`config.mk`:
```
export PLATFORM = sky130hd
export DESIGN_NAME = cmd_access_guard
export DESIGN_NICKNAME = d
export VERILOG_FILES = /design/src/rtl/cmd_access_pkg.sv /design/src/rtl/prot_level_latch.sv /design/src/rtl/session_gate.sv /design/src/rtl/access_rules.sv /design/src/rtl/cmd_access_guard.sv
export SDC_FILE = /design/constraint.sdc
export NUM_CORES = 1
export LEC_CHECK = 0
export CAP_MARGIN = 10
export CORE_MARGIN = 3
export CORE_UTILIZATION = 33
export DETAILED_ROUTE_END_ITERATION = 10
export GPL_ROUTABILITY_DRIVEN = 0
export PLACE_DENSITY = 0.86
export SLEW_MARGIN = 20
export SYNTH_ARGS = -nofsm -noshare
export SYNTH_HDL_FRONTEND = slang
export SYNTH_HIERARCHICAL = 1
export SYNTH_SLANG_ARGS = --single-unit
export TNS_END_PERCENT = 1
```
`constraint.sdc`:
```
create_clock -name clk -period 6.06 [get_ports clk]
set_input_delay 0.909 -clock clk [delete_from_list [all_inputs] [get_ports clk]]
set_output_delay 0.909 -clock clk [all_outputs]
set_load 0.05 [all_outputs]
```
`src/rtl/cmd_access_pkg.sv`:
```
package cmd_access_pkg;

   typedef enum logic [2:0] {
      LVL_NONE    = 3'd0,
      LVL_ONE     = 3'd1,
      LVL_TWO     = 3'd2,
      LVL_THREE   = 3'd3,
      LVL_NOENTRY = 3'd4
   } lvl_e;

   localparam logic [31:0] MAGIC_ONE     = 32'h1234_5678;
   localparam logic [31:0] MAGIC_TWO     = 32'h8765_4321;
   localparam logic [31:0] MAGIC_THREE   = 32'h4321_8765;
   localparam logic [31:0] MAGIC_NOENTRY = 32'h4E69_7370;

   localparam int OPC_W = 4;
   localparam logic [OPC_W-1:0] OP_UNLOCK  = 4'd1;
   localparam logic [OPC_W-1:0] OP_WR_RAM  = 4'd2;
   localparam logic [OPC_W-1:0] OP_RD_MEM  = 4'd3;
   localparam logic [OPC_W-1:0] OP_PREPARE = 4'd4;
   localparam logic [OPC_W-1:0] OP_COPY    = 4'd5;
   localparam logic [OPC_W-1:0] OP_ERASE   = 4'd6;
   localparam logic [OPC_W-1:0] OP_GO      = 4'd7;
   localparam logic [OPC_W-1:0] OP_COMPARE = 4'd8;
   localparam logic [OPC_W-1:0] OP_ECHO    = 4'd9;

   localparam int RC_W = 4;
   localparam logic [RC_W-1:0] RC_OK      = 4'd0;
   localparam logic [RC_W-1:0] RC_BAD_OP  = 4'd1;
   localparam logic [RC_W-1:0] RC_ADDR    = 4'd2;
   localparam logic [RC_W-1:0] RC_COUNT   = 4'd3;
   localparam logic [RC_W-1:0] RC_PROT    = 4'd4;
   localparam logic [RC_W-1:0] RC_LOCKED  = 4'd5;
   localparam logic [RC_W-1:0] RC_SECTOR  = 4'd6;
   localparam logic [RC_W-1:0] RC_PARAM   = 4'd7;

   function automatic lvl_e word_to_level(input logic [31:0] w);
      lvl_e l;
      case (w)
         MAGIC_ONE:     l = LVL_ONE;
         MAGIC_TWO:     l = LVL_TWO;
         MAGIC_THREE:   l = LVL_THREE;
         MAGIC_NOENTRY: l = LVL_NOENTRY;
         default:       l = LVL_NONE;
      endcase
      return l;
   endfunction

endpackage

```
`src/rtl/prot_level_latch.sv`:
```
module prot_level_latch
   import cmd_access_pkg::*;
#(
   parameter int WORD_W = 32
) (
   input  logic              clk,
   input  logic              rst_n,
   input  logic [WORD_W-1:0] word_i,
   output lvl_e              level_o
);

   if (WORD_W != 32) begin : g_bad_width
      $error("prot_level_latch: protection word must be 32 bits");
   end

   logic armed_q;
   lvl_e level_q;

   always_ff @(posedge clk) begin
      if (!rst_n) begin
         armed_q <= 1'b0;
         level_q <= LVL_NONE;
      end else if (!armed_q) begin
         armed_q <= 1'b1;
         level_q <= word_to_level(word_i);
      end
   end

   assign level_o = level_q;

endmodule

```
`src/rtl/session_gate.sv`:
```
module session_gate (
   input  logic clk,
   input  logic rst_n,
   input  logic set_i,
   output logic open_o
);

   logic open_q;

   always_ff @(posedge clk) begin
      if (!rst_n)
         open_q <= 1'b0;
      else if (set_i)
         open_q <= 1'b1;
   end

   assign open_o = open_q;

endmodule

```
`src/rtl/access_rules.sv`:
```
module access_rules
   import cmd_access_pkg::*;
#(
   parameter int          ADDR_W      = 32,
   parameter int          CNT_W       = 32,
   parameter int          SEC_W       = 8,
   parameter int          NUM_SECTORS = 64,
   parameter int          SECTOR_BYTES = 1024,
   parameter int          WORD_BYTES  = 4,
   parameter logic [31:0] RAM_FLOOR   = 32'h1000_0600,
   parameter logic [31:0] UNLOCK_KEY  = 32'd23130
) (
   input  lvl_e              level_i,
   input  logic              unlocked_i,
   input  logic [OPC_W-1:0]  op_i,
   input  logic [ADDR_W-1:0] addr_i,
   input  logic [CNT_W-1:0]  count_i,
   input  logic [SEC_W-1:0]  sec_first_i,
   input  logic [SEC_W-1:0]  sec_last_i,
   output logic [RC_W-1:0]   code_o,
   output logic              key_hit_o
);

   localparam int SEC_SHIFT  = $clog2(SECTOR_BYTES);
   localparam int ALIGN_BITS = $clog2(WORD_BYTES);
   localparam logic [SEC_W-1:0] LAST_SEC = SEC_W'(NUM_SECTORS - 1);

   if ((1 << SEC_SHIFT) != SECTOR_BYTES) begin : g_bad_sector
      $error("access_rules: sector size must be a power of two");
   end
   if ((1 << ALIGN_BITS) != WORD_BYTES) begin : g_bad_word
      $error("access_rules: word size must be a power of two");
   end
   if (NUM_SECTORS > (1 << SEC_W) || NUM_SECTORS < 1) begin : g_bad_count
      $error("access_rules: sector count does not fit the sector field");
   end
   if (SEC_SHIFT >= ADDR_W) begin : g_bad_addr
      $error("access_rules: address narrower than one sector");
   end

   // alignment checks, variant chosen by word size
   logic addr_aligned, count_whole;
   if (ALIGN_BITS == 0) begin : g_no_align
      assign addr_aligned = 1'b1;
      assign count_whole  = 1'b1;
   end else begin : g_align
      assign addr_aligned = (addr_i[ALIGN_BITS-1:0] == '0);
      assign count_whole  = (count_i[ALIGN_BITS-1:0] == '0);
   end

   // operation classes
   logic known_op, fmt_op, sec_op, gated_op;
   always_comb begin
      known_op = (op_i >= OP_UNLOCK) && (op_i <= OP_ECHO);
      fmt_op   = (op_i == OP_WR_RAM) || (op_i == OP_RD_MEM) ||
                 (op_i == OP_COPY)   || (op_i == OP_COMPARE);
      sec_op   = (op_i == OP_PREPARE) || (op_i == OP_ERASE);
      gated_op = (op_i == OP_COPY) || (op_i == OP_ERASE) || (op_i == OP_GO);
   end

   // range facts
   logic full_range, hits_sec0, below_floor, dest_sec0, range_ok;
   always_comb begin
      full_range  = (sec_first_i == '0) && (sec_last_i == LAST_SEC);
      hits_sec0   = (sec_first_i == '0);
      below_floor = (ADDR_W'(addr_i) < ADDR_W'(RAM_FLOOR));
      dest_sec0   = (addr_i[ADDR_W-1:SEC_SHIFT] == '0);
      range_ok    = (sec_first_i <= sec_last_i) && (sec_last_i <= LAST_SEC);
   end

   // protection by level
   logic prot_block;
   always_comb begin
      prot_block = 1'b0;
      unique case (level_i)
         LVL_ONE: begin
            prot_block = (op_i == OP_RD_MEM) || (op_i == OP_COMPARE) ||
                         ((op_i == OP_WR_RAM) && below_floor) ||
                         ((op_i == OP_COPY) && dest_sec0) ||
                         ((op_i == OP_ERASE) && hits_sec0 && !full_range);
         end
         LVL_TWO: begin
            prot_block = (op_i == OP_RD_MEM) || (op_i == OP_WR_RAM) ||
                         (op_i == OP_GO) || (op_i == OP_COPY) ||
                         (op_i == OP_COMPARE) ||
                         ((op_i == OP_ERASE) && !full_range);
         end
         default: prot_block = 1'b0;
      endcase
   end

   assign key_hit_o = (op_i == OP_UNLOCK) && (addr_i == ADDR_W'(UNLOCK_KEY));

   // verdict in fixed priority order
   always_comb begin
      if (!known_op)                       code_o = RC_BAD_OP;
      else if (prot_block)                 code_o = RC_PROT;
      else if (gated_op && !unlocked_i)    code_o = RC_LOCKED;
      else if (fmt_op && !addr_aligned)    code_o = RC_ADDR;
      else if (fmt_op && !count_whole)     code_o = RC_COUNT;
      else if (sec_op && !range_ok)        code_o = RC_SECTOR;
      else if ((op_i == OP_UNLOCK) && !key_hit_o) code_o = RC_PARAM;
      else                                 code_o = RC_OK;
   end

endmodule

```
`src/rtl/cmd_access_guard.sv`:
```
module cmd_access_guard
   import cmd_access_pkg::*;
#(
   parameter int          ADDR_W       = 32,
   parameter int          CNT_W        = 32,
   parameter int          SEC_W        = 8,
   parameter int          NUM_SECTORS  = 64,
   parameter int          SECTOR_BYTES = 1024,
   parameter int          WORD_BYTES   = 4,
   parameter logic [31:0] RAM_FLOOR    = 32'h1000_0600,
   parameter logic [31:0] UNLOCK_KEY   = 32'd23130
) (
   input  logic              clk,
   input  logic              rst_n,
   input  logic [31:0]       prot_word,
   input  logic              cmd_valid,
   input  logic [3:0]        cmd_code,
   input  logic [ADDR_W-1:0] cmd_addr,
   input  logic [CNT_W-1:0]  cmd_count,
   input  logic [SEC_W-1:0]  sec_first,
   input  logic [SEC_W-1:0]  sec_last,
   output logic              resp_valid,
   output logic              resp_allow,
   output logic [3:0]        resp_code,
   output logic [2:0]        level_o,
   output logic              unlocked_o
);

   lvl_e            level;
   logic            unlocked;
   logic [RC_W-1:0] verdict;
   logic            key_hit;

   prot_level_latch #(.WORD_W(32)) u_level (
      .clk     (clk),
      .rst_n   (rst_n),
      .word_i  (prot_word),
      .level_o (level)
   );

   access_rules #(
      .ADDR_W      (ADDR_W),
      .CNT_W       (CNT_W),
      .SEC_W       (SEC_W),
      .NUM_SECTORS (NUM_SECTORS),
      .SECTOR_BYTES(SECTOR_BYTES),
      .WORD_BYTES  (WORD_BYTES),
      .RAM_FLOOR   (RAM_FLOOR),
      .UNLOCK_KEY  (UNLOCK_KEY)
   ) u_rules (
      .level_i     (level),
      .unlocked_i  (unlocked),
      .op_i        (cmd_code),
      .addr_i      (cmd_addr),
      .count_i     (cmd_count),
      .sec_first_i (sec_first),
      .sec_last_i  (sec_last),
      .code_o      (verdict),
      .key_hit_o   (key_hit)
   );

   session_gate u_gate (
      .clk    (clk),
      .rst_n  (rst_n),
      .set_i  (cmd_valid && key_hit),
      .open_o (unlocked)
   );

   always_ff @(posedge clk) begin
      if (!rst_n) begin
         resp_valid <= 1'b0;
         resp_allow <= 1'b0;
         resp_code  <= RC_OK;
      end else begin
         resp_valid <= cmd_valid;
         if (cmd_valid) begin
            resp_code  <= verdict;
            resp_allow <= (verdict == RC_OK);
         end
      end
   end

   assign level_o    = level;
   assign unlocked_o = unlocked;

endmodule

```
==> results of run 1 <==
==> state kept, by name, summed over array words and instances, names as in the netlist <==
register / flops
resp_valid: 1
u_level/armed_q: 1
u_level/level_o: 3
u_gate/open_o: 1
resp_code: 4
resp_allow: 1
==> placed cells by master, fill, tap and decap left out, drive strengths merged, types with 2 or more instances in the layout <==
master	n
a211oi	2
a21oi	4
a221oi	2
a22oi	2
a31oi	4
and2	2
clkbuf	4
clkdlybuf4s50	98
dfxtp	11
ha	8
inv	13
mux2i	5
nand2	6
nand2b	3
nand3	3
nand4	6
nand4b	3
nand4bb	5
nor2	9
nor2b	9
nor3	7
nor3b	3
nor4	17
o21a	4
o21ai	7
or4	2
or4b	5
==> stage by stage <==
| step | std cells | hold slack (ns) |
|---|---|---|
| 3_3_place_gp | 303 | 0.5114 |
| 4_1_cts | 307 | 0.5317 |
| 3_5_place_dp | 303 | 0.5133 |
| 6_report | 307 | 0.5283 |
| 2_1_floorplan | 161 | 0.5082 |
| 5_1_grt | 307 | 0.5675 |
==> worst reg2reg max path, delay by kind of cell (launching register included) <==
kind,cells,cell delay [ns]
AO/OA/AOI/OAI,4,0.56
flip-flops,1,0.44
AND/OR/NAND/NOR,4,1.08
==> logic make-up (layout without fill, tap and decap cells) <==
| logic type | Yosys count | after routing | share of synthesized area, % |
|---|---|---|---|
| flops | 11 | 11 | 15.84 |
| other cells | 1 | 1 | 0.2698 |
| compound gates | 31 | 31 | 16.02 |
| fa+ha+maj | 8 | 8 | 7.201 |
| mux | 5 | 5 | 3.601 |
| simple gates | 87 | 87 | 50.41 |
| xor+xnor | 1 | 1 | 0.6302 |
| buf+inv | 17 | 115 | 6.031 |
==> cells in the mapped netlist, types with 2 or more instances <==
cell type and number:
nand4_1 6, nand4b_1 3, a211oi_1 2, nor3_1 6, a22oi_1 2, mux2i_1 5
a21oi_1 4, nor2b_1 8, nand2_1 6, or4_1 2, ha_1 8, nand3_1 3
nor2_1 9, nor4_4 3, nand4bb_1 2, a31oi_1 4, nor3b_1 3, dfxtp_1 11
or4b_4 2, nand4bb_2 3, nor4_2 6, buf_6 2, inv_1 13, o21ai_1 3
o21a_1 4, nand2b_1 3, o21ai_0 4, or4b_1 3, nor4_1 8
==> final cells by class <==
class / count / area [um^2] / area share (%)
clock buffers: 4 / 45.04 / 1.845
multi-input cells: 133 / 1086 / 44.49
flip-flops and latches: 11 / 220.2 / 9.021
repair buffers: 98 / 980.9 / 40.18
inverters: 13 / 48.80 / 1.999
well taps: 48 / 60.06 / 2.460
==> power breakdown <==
part           leakage, nW  switching (mW)  internal, mW
Clock               0.0228          0.0251        0.0460
Sequential          0.0901         0.00245        0.0755
Combinational        0.762          0.0482        0.0740
Total                0.875          0.0757         0.195
==> worst max path at each step <==
stage                     slack [ns]   startpoint          to  cells past startpoint
after CTS                       2.88  sec_last[6]  resp_allow                     10
after global placement          2.67  sec_last[6]  resp_allow                     10
after detailed placement        2.65  sec_last[6]  resp_allow                     10
after global routing            2.59  sec_last[6]  resp_allow                     10
final                           2.91  sec_last[6]  resp_allow                     10
after floorplan                 3.38  sec_last[1]  resp_allow                      9
==> layer usage <==
layer,track usage (%),wire length [um]
met5,0,0
met4,2.714,24
met3,3.977,257
met2,32.96,2350
met1,19.17,1736
==> impl_results.md, run 1 <==
* Final Cell Area at roughly 0.0024 mm^2
* Crit path capture type: register
* Hold Path Class: register to register
* CP max stage cell: or4_1
* Layout cells sized above 1 at ~10%
* Run status: finished clean
* Crit-path max FO at 4
* CTS Buf Count at 3
* RSZ-0062 raised after global routing: no
* Fin. Hold Viols at 0
* Die ar. at slightly above 0.005 mm^2
* Largest net degree at the start of global routing at 11
* Total GRT Usage at 17.10%
* Total power at around 0.27 mW
* Max frequency at between 0.3 and 0.4 GHz
* Register area share after synthesis at about 16%
* Mapped Area at 0.001390 mm^2
* DR vias at about 1.6k
* Placed Area at 0.002396 mm^2
* GRT overflow at 0
* Post-synth EDFFs at 0
* Synth cell types at 52
* Area leader, netlist: dfxtp_1
* Vias in the first global route at around 1.7k
* First-pass GRT wire length at between 7000 and 8000 um
* Worst-margin pin slew at around 0.52 ns
* 1st-iter DRT viols at 38
* Clock slew at the register clock pins of the worst setup and hold paths at 0.05 ns
* Final min period at 3.151 ns
* TritonCTS clock tree: yes
* WL/cell at between 10 and 15 um
* Reg-to-Reg End: resp_allow
* Slew HR at 65.16%
* # port buffers at 98
* Final period utilization at between 50 and 60%
* Final Core Density at between 60 and 70%
* Clock skew at 0.002460 ns
* Post-CTS Setup Inserts at 0
* Reg2Reg Depth at 8
* PwrDens at around 110 mW/mm^2
* Critical path class: input port to register
* P&R area growth vs syn at 75.61%
* CP delay by family, top: simple AND/OR/NAND/NOR gates
* Detailed-route wire length at between 4000 and 5000 um
* Io pins at between 100 and 150
* Synth top area share at between 10% and 20%
* # clock sinks at 11
* Vias/cell at approximately 5.3
* Cts hold-fix bufs at 0
* Syn_nets at 288
* Skew-Pair Late Insertion Delay at ~0.23 ns
* Slowest stage delay, CP at 0.58 ns
* Seq cells post-synth at 11
* Place WS at ~2.6 ns
* Hold depth at 2
* Row count at 22
* Ant diodes at 0
* Max VDD drop at roughly 0.00018 V
* Syn Inst Count at 161
* Cell Chain, Critical Path: clkdlybuf4s50_1 > inv_1 > ha_1 > nand4_1 > nor4_1 > nor3_1 > o21a_1 > or4_1 > nor4_1 > a22o_1
* Clk root buf: clkbuf_8
* Pleak at approximately 0.87 nW
* R2R Setup Slk at between 3 and 4 ns
* Fin. max-slew vios at 0
* FF-to-FF Start: u_level/level_o[1]
* Worst EP arrival at between 3 and 4 ns
* CP dominant cell by count: nor4_1
* Fill cell count at ~350
* Final ANT Viol Nets at 0
* Final setup violation count at 0
* Chip width at 70.90 um
* Req. time, crit path at around 6.2 ns
* Hold Path Origin: resp_code[3]
* Synthesis Warnings at 6
* Die Span Y at 70.90 um
* First-pass iteration count of the detailed router at 4
* Nets at between 300 and 400
* Hold EP: resp_code[3]
* Initial antenna violation count at 0
* Setup TNS at 0 ns
* Most used DFF post-synth: dfxtp_1
* Buf+Inv Stages, Crit Path at 2
* CP startpoint kind: input port
* Syn Area/Cell at between 8 and 9 um^2
* Fin worst setup slack at between 2 and 3 ns
* CORE AREA at approximately 0.0039 mm^2
* Drt drc at 0
* Longest Clk Path Bufs at 2
* Synth area leaders: dfxtp_1 16%, ha_1 7.2%, nor4_2 5.4%
* Asr flop ratio synth at 0%
* Starting Density at a little over a third
* CTS resizes at 0
* H-tree depth at 1
* Maxcap violations at 0
* HPWL after DPL at between 3000 and 4000 um
Power figures use the tool's default switching activity.
==> inputs of run 2 (changes only) <==
--- a/config.mk
+++ b/config.mk
@@ -7,10 +7,10 @@
 export LEC_CHECK = 0
 export CAP_MARGIN = 10
 export CORE_MARGIN = 3
-export CORE_UTILIZATION = 33
+export CORE_UTILIZATION = 28
 export DETAILED_ROUTE_END_ITERATION = 10
 export GPL_ROUTABILITY_DRIVEN = 0
-export PLACE_DENSITY = 0.86
+export PLACE_DENSITY = 0.78
 export SLEW_MARGIN = 20
 export SYNTH_ARGS = -nofsm -noshare
 export SYNTH_HDL_FRONTEND = slang
==> constraint.sdc (replaced) <==
create_clock -name clk -period 2.5 [get_ports clk]
set_input_delay 0.375 -clock clk [delete_from_list [all_inputs] [get_ports clk]]
set_output_delay 0.375 -clock clk [all_outputs]
set_load 0.05 [all_outputs]
==> run 2 against run 1 <==
Against the previous run:
- sequential power grew 140%
- worst setup slack lost 2.8 ns
- combinational power grew to 2.7 times the previous value
- first-iteration DRC count grew 61%
- design area grew 12%
- critical path type unchanged
- critical endpoint unchanged
- largest cell class unchanged
- highest routed layer unchanged
==> impl_results.md, run 2 (synthesis gave the netlist of run 1 again) <==
* Critical path class: input port to register
* CTS Buf Count at 3 (unchanged)
* Commonest cells after routing, fill and taps aside: 83 x clkdlybuf4s50_1, 22 x buf_4, 11 x dfxtp_1, 11 x inv_1
* Largest net degree at the start of global routing at 11 (unchanged)
* Fin. Hold Viols at 0 (unchanged)
* Total GRT Usage at 15.17% (-1.9 points)
* CP startpoint kind: input port
* Worst EP arrival at 2.57 ns (-0.76 ns)
* # port buffers at 98 (unchanged)
* Worst-margin pin slew at 0.5066 ns (-0.01432 ns)
* M2 GR Usage at 28.21% (-4.7 points)
* WHS at 0.5254 ns (-0.002928 ns)
* Vias in the first global route at 1782 (+3.5%)
* Detailed-route wire length at 4612 um (+5.6%)
* Row count at 25 (+14%)
* Maxcap violations at 0 (unchanged)
* Final period utilization at between 90% and 100%
* CP startpoint: cmd_addr[4]
* Hold Path Class: register to register
* Chip width at 76.46 um (+7.8%)
* Busiest grt layer: met2
* Layout cells sized above 1 at 21.35% (+11 points)
* TritonCTS clock tree: yes
* Initial antenna violation count at 0 (unchanged)
* Placed Area at 0.002577 mm^2 (+7.6%)
* PwrDens at 253.7 mW/mm^2 (+130%)
* GRT overflow at 0 (unchanged)
* # clock sinks at 11 (unchanged)
* Ant diodes at 0 (unchanged)
* Req. time, crit path at 2.67 ns (-3.57 ns)
* Slew HR at 66.12% (+0.96 points)
* HPWL after DPL at 3953 um (+1.7%)
* Final min period at between 2 and 2.5 ns
* Longest Clk Path Bufs at 2 (unchanged)
* H-tree depth at 1 (unchanged)
* Sequential standard cell area at 220.2 um^2 (unchanged)
* Starting Density at 29.24% (-6.8 points)
* Fin. max-slew vios at 0 (unchanged)
* Cts hold-fix bufs at 0 (unchanged)
* Die ar. at 0.005846 mm^2 (+16%)
* Footprint of the multi-input gates at 0.001191 mm^2 (+9.7%)
* Most flops, register: resp_code
* Crit-path max FO at 2 (-2)
* WL/cell at 13.25 um (-6.9%)
* Final setup violation count at 0 (unchanged)
* Commonest non-fill, non-tap cell in the layout: clkdlybuf4s50_1
* GR Layer Usage met1 at 18.84% (-0.32 points)
* Crit path capture type: register
* Total power at 0.6948 mW (+160%)
* Setup TNS at 0 ns (unchanged)
* FF-to-FF Start: u_level/level_o[0]
* Io pins at 129 (unchanged)
* Max VDD drop at 0.0002519 V (+39%)
* Clock skew at 0.007755 ns (+0.005295 ns)
* Skew-Pair Late Insertion Delay at 0.23 ns (about the same)
* DR vias at 1706 (+5.0%)
* Nets at 409 (+5.7%)
* CORE AREA at 0.004755 mm^2 (+23%)
* Final ANT Viol Nets at 0 (unchanged)
* Vias/cell at 4.902 (-7.4%)
* Pleak at 1.079 nW (+23%)
* P&R area growth vs syn at 97.03%
* Clock slew at the register clock pins of the worst setup and hold paths at 0.05 ns (about the same)
* RSZ-0062 raised after global routing: no
* Run status: finished clean
* Global Route met3 Usage at 2.128% (-1.8 points)
* Fill cell count at 459 (+30%)
* Drt drc at 0 (unchanged)
* Clk root buf: clkbuf_8
* Die Span Y at 76.46 um (+7.8%)
* First-pass iteration count of the detailed router at 4 (unchanged)
* First-pass GRT wire length at 7734 um (+6.9%)
* 1st-iter DRT viols at 61 (+61%)
* Final Cell Area at 0.002739 mm^2 (+12%)
* Hold Path Origin: resp_code[3]
* Largest register FFs at 4 (unchanged)
* Max frequency at around 0.42 GHz
==> run 2: cell types whose count changed in the layout (fill, tap and decap cells not counted), moves of 2 or more <==
cell	delta
ha_4	+3
inv_1	-2
dlymetal6s2s_1	+6
buf_4	+22
nor4_1	-2
clkdlybuf4s50_1	-15
ha_1	-3
inv_2	+2
nor4_4	+2
dlygate4sd2_1	+9
==> run 2: critical path, cell delays in order <==
cell and delay, ns:
clkdlybuf4s50_1 0.44, nor4bb_1 0.29, nand4b_1 0.14, nand4bb_4 0.26, nor2b_4 0.15, or4_4 0.54, nor4_4 0.21, a22o_1 0.15
==> run 2: timing repair <==
action,CTS,global route
setup buffers,1,0
gates resized for setup,15,14
pin swaps,10,11
setup endpoints to repair,1,2
hold endpoints to repair,0,0
==> run 2: per-stage QoR <==
step	instances	util (%)	setup WS (ns)
after floorplan	161	-	0.2677
after global placement	343	54.21	-0.3191
after detailed placement	343	54.21	-0.3161
after CTS	348	55.87	0.0002531
after global routing	348	57.61	0.007145
final	348	57.61	0.09801
==> run 2: report_power, final <==
group	switching (mW)	internal (mW)	leakage (nW)	total, mW
clock network	0.0625	0.112	0.0228	0.174
registers	0.00563	0.183	0.0901	0.189
logic	0.131	0.201	0.967	0.332
==> run 2: path summary, 6_finish.rpt <==
check                                     to  slack, ns  depth (start not counted)
worst max-delay path              resp_allow        0.1                          8
worst min-delay path            resp_code[3]       0.53                          2
worst max register to register    resp_allow       0.36                          8
worst min register to register  resp_code[3]       0.53                          2
==> run 2: layer usage <==
| metal | up-vias | wire length (um) |
|---|---|---|
| met5 | - | 0 |
| met4 | 0 | 7 |
| met3 | 2 | 227 |
| met2 | 45 | 2341 |
| met1 | 783 | 2036 |
| li1 | 876 | - |
==> run 2: layout make-up <==
type / instances / share of cell area (%)
Multi-Input combinational cell: 133 / 43.49
Inverter: 13 / 1.782
Tap cell: 67 / 3.061
Sequential cell: 11 / 8.040
Timing Repair Buffer: 120 / 41.98
Clock buffer: 4 / 1.645
==> inputs of run 3 (changes only) <==
--- a/config.mk
+++ b/config.mk
@@ -6,11 +6,13 @@
 export NUM_CORES = 1
 export LEC_CHECK = 0
 export CAP_MARGIN = 10
+export CORE_ASPECT_RATIO = 1.1
 export CORE_MARGIN = 3
 export CORE_UTILIZATION = 28
 export DETAILED_ROUTE_END_ITERATION = 10
 export GPL_ROUTABILITY_DRIVEN = 0
 export PLACE_DENSITY = 0.78
+export SETUP_SLACK_MARGIN = 0.15
 export SLEW_MARGIN = 20
 export SYNTH_ARGS = -nofsm -noshare
 export SYNTH_HDL_FRONTEND = slang
==> run 3 against run 2 <==
Against the previous run:
- die area barely moved
- final cell count fell by 2.3%
- power increased by 0.29%
- worst setup slack improved by 0.20 ns
- sequential cell count unchanged
- critical path type unchanged
==> impl_results.md, run 3 (synthesis gave the netlist of run 1 again) <==
* Pleak at 1.229 nW (+14%)
* Final period utilization at 88.21% (-7.9 points)
* Critical path class: input port to register
* Row count at 26 (+4.0%)
* Clock skew at 0.0002918 ns (-0.007463 ns)
* Layout cells sized above 1 at 28.87% (+7.5 points)
* # port buffers at 98 (unchanged)
* Largest register FFs at 4 (unchanged)
* Vias in the first global route at 1840 (+3.3%)
* Die Span Y at 79.90 um (+4.5%)
* Total power at 0.6969 mW (+0.29%)
* Final min period at 2.205 ns (-0.1966 ns)
* Commonest cells after routing, fill and taps aside: 56 x clkdlybuf4s50_1, 23 x buf_4, 17 x dlymetal6s2s_1, 14 x dlygate4sd2_1, 11 x dfxtp_1
* Max VDD drop at 0.0002405 V (-4.5%)
* Initial antenna violation count at 0 (unchanged)
* Final setup violation count at 0 (unchanged)
* First-pass iteration count of the detailed router at 4 (unchanged)
* Worst-margin pin slew at 0.5085 ns (+0.001845 ns)
* Ant diodes at 0 (unchanged)
* Total GRT Usage at 15.73% (+0.56 points)
* H-tree depth at 1 (unchanged)
* Clock slew at the register clock pins of the worst setup and hold paths at 0.05 ns (about the same)
* Fill cell count at 395 (-14%)
* Slew HR at 65.99% (-0.12 points)
* Maxcap violations at 0 (unchanged)
* Cts hold-fix bufs at 0 (unchanged)
* TritonCTS clock tree: yes
* Setup TNS at 0 ns (unchanged)
* Hold Path Class: register to register
* Crit-path max FO at 2 (unchanged)
* PwrDens at 247.4 mW/mm^2 (-2.5%)
* Clk root buf: clkbuf_8
* Io pins at 129 (unchanged)
* Fin. max-slew vios at 0 (unchanged)
* CORE AREA at 0.004717 mm^2 (-0.79%)
* Detailed-route wire length at 4925 um (+6.8%)
* Commonest non-fill, non-tap cell in the layout: clkdlybuf4s50_1
* Cell Chain, Critical Path: clkdlybuf4s50_1 > nor4_4 > nand4bb_4 > nor2b_4 > or4_4 > nor4_2 > a22o_1
* Req. time, crit path at 2.68 ns (about the same)
* Largest net degree at the start of global routing at 11 (unchanged)
* Die ar. at 0.005847 mm^2 (about the same)
* P&R area growth vs syn at 102.6%
* Fin. Hold Viols at 0 (unchanged)
* Drt drc at 0 (unchanged)
* 1st-iter DRT viols at 66 (+8.2%)
* Worst EP arrival at 2.38 ns (-0.19 ns)
* Final ANT Viol Nets at 0 (unchanged)
* # clock sinks at 11 (unchanged)
* CP max stage cell: or4_4
* Run status: finished clean
* Vias/cell at 5.153 (+5.1%)
* WL/cell at 14.49 um (+9.3%)
* Skew-Pair Late Insertion Delay at 0.23 ns (about the same)
* Chip width at 73.18 um (-4.3%)
* Slowest stage delay, CP at 0.54 ns (about the same)
* DR vias at 1752 (+2.7%)
* Most flops, register: resp_code
* Longest Clk Path Bufs at 2 (unchanged)
* Max frequency at 0.4534 GHz (+8.9%)
* RSZ-0062 raised after global routing: no
* First-pass GRT wire length at 7569 um (-2.1%)
* Starting Density at 29.47% (+0.23 points)
* CP startpoint kind: input port
* HPWL after DPL at 4041 um (+2.2%)
* Nets at 412 (+0.73%)
* CTS Buf Count at 3 (unchanged)
* Crit path capture type: register
* GRT overflow at 0 (unchanged)
run 3: changes by cell type in the layout (fill, tap and decap cells not counted), moves of 2 or more:
| cell | change |
|---|---|
| dlygate4sd2_1 | +5 |
| nand2b_4 | +2 |
| buf_6 | +2 |
| clkdlybuf4s15_1 | +4 |
| dlymetal6s2s_1 | +11 |
| ha_4 | +2 |
| clkbuf_2 | +7 |
| clkdlybuf4s50_1 | -27 |
| ha_1 | -2 |
| inv_2 | +3 |
| nand2b_1 | -2 |
| inv_1 | -3 |
run 3: what timing repair did:
action | 4_1_cts | 5_1_grt
gates resized for setup | 37 | 52
pin swaps | 19 | 23
buffers inserted | 2 | 1
endpoints found under the setup margin | 3 | 3
run 3: final cells by class:
type | instances | area [um^2] | area share (%)
repair buffers | 123 | 1166 | 41.40
inverters | 13 | 48.80 | 1.733
multi-input cells | 133 | 1266 | 44.96
clock buffers | 4 | 45.04 | 1.599
flip-flops and latches | 11 | 220.2 | 7.819
well taps | 56 | 70.07 | 2.488
run 3: power breakdown:
group,internal (mW),leakage [nW],switching (mW)
Clock,0.111,0.0228,0.0588
Sequential,0.183,0.0901,0.00562
Combinational,0.198,1.12,0.140
run 3: worst max-delay path, delay by kind of cell:
| family | cells | cell delay [ns] |
|---|---|---|
| and+or+nand+nor | 5 | 1.41 |
| buffers and inverters | 1 | 0.46 |
| AOI/OAI and AO/OA | 1 | 0.15 |
run 3: path summary, 6_finish.rpt:
kind                       end  depth (start not counted)  slack, ns          startpoint
hold / removal    resp_code[2]                          2       0.53        resp_code[2]
hold reg to reg   resp_code[2]                          2       0.53        resp_code[2]
setup / recovery    resp_allow                          7       0.29         cmd_addr[0]
setup reg to reg    resp_allow                          8       0.35  u_level/level_o[0]
run 3: stage by stage:
stage               util (%)  area (um^2)  std cells  setup slack (ns)  hold slack, ns
floorplan                  -         1390        161            0.2677          0.4027
global placement       54.51         2571        333           -0.3164          0.5125
detailed placement     54.51         2571        333           -0.3171          0.5067
CTS                    56.92         2685        339            0.1563          0.5288
global route           59.71         2816        340            0.1419          0.5776
finish                 59.71         2816        340            0.2946          0.5270
run 3: routing by layer:
metal  wire [um]  track usage (%)  up-vias
li1            -                -      886
met2        2691            29.07       53
met4          27            4.244        0
met1        1994            18.77      809
met3         212            1.637        4
met5           0                0        -
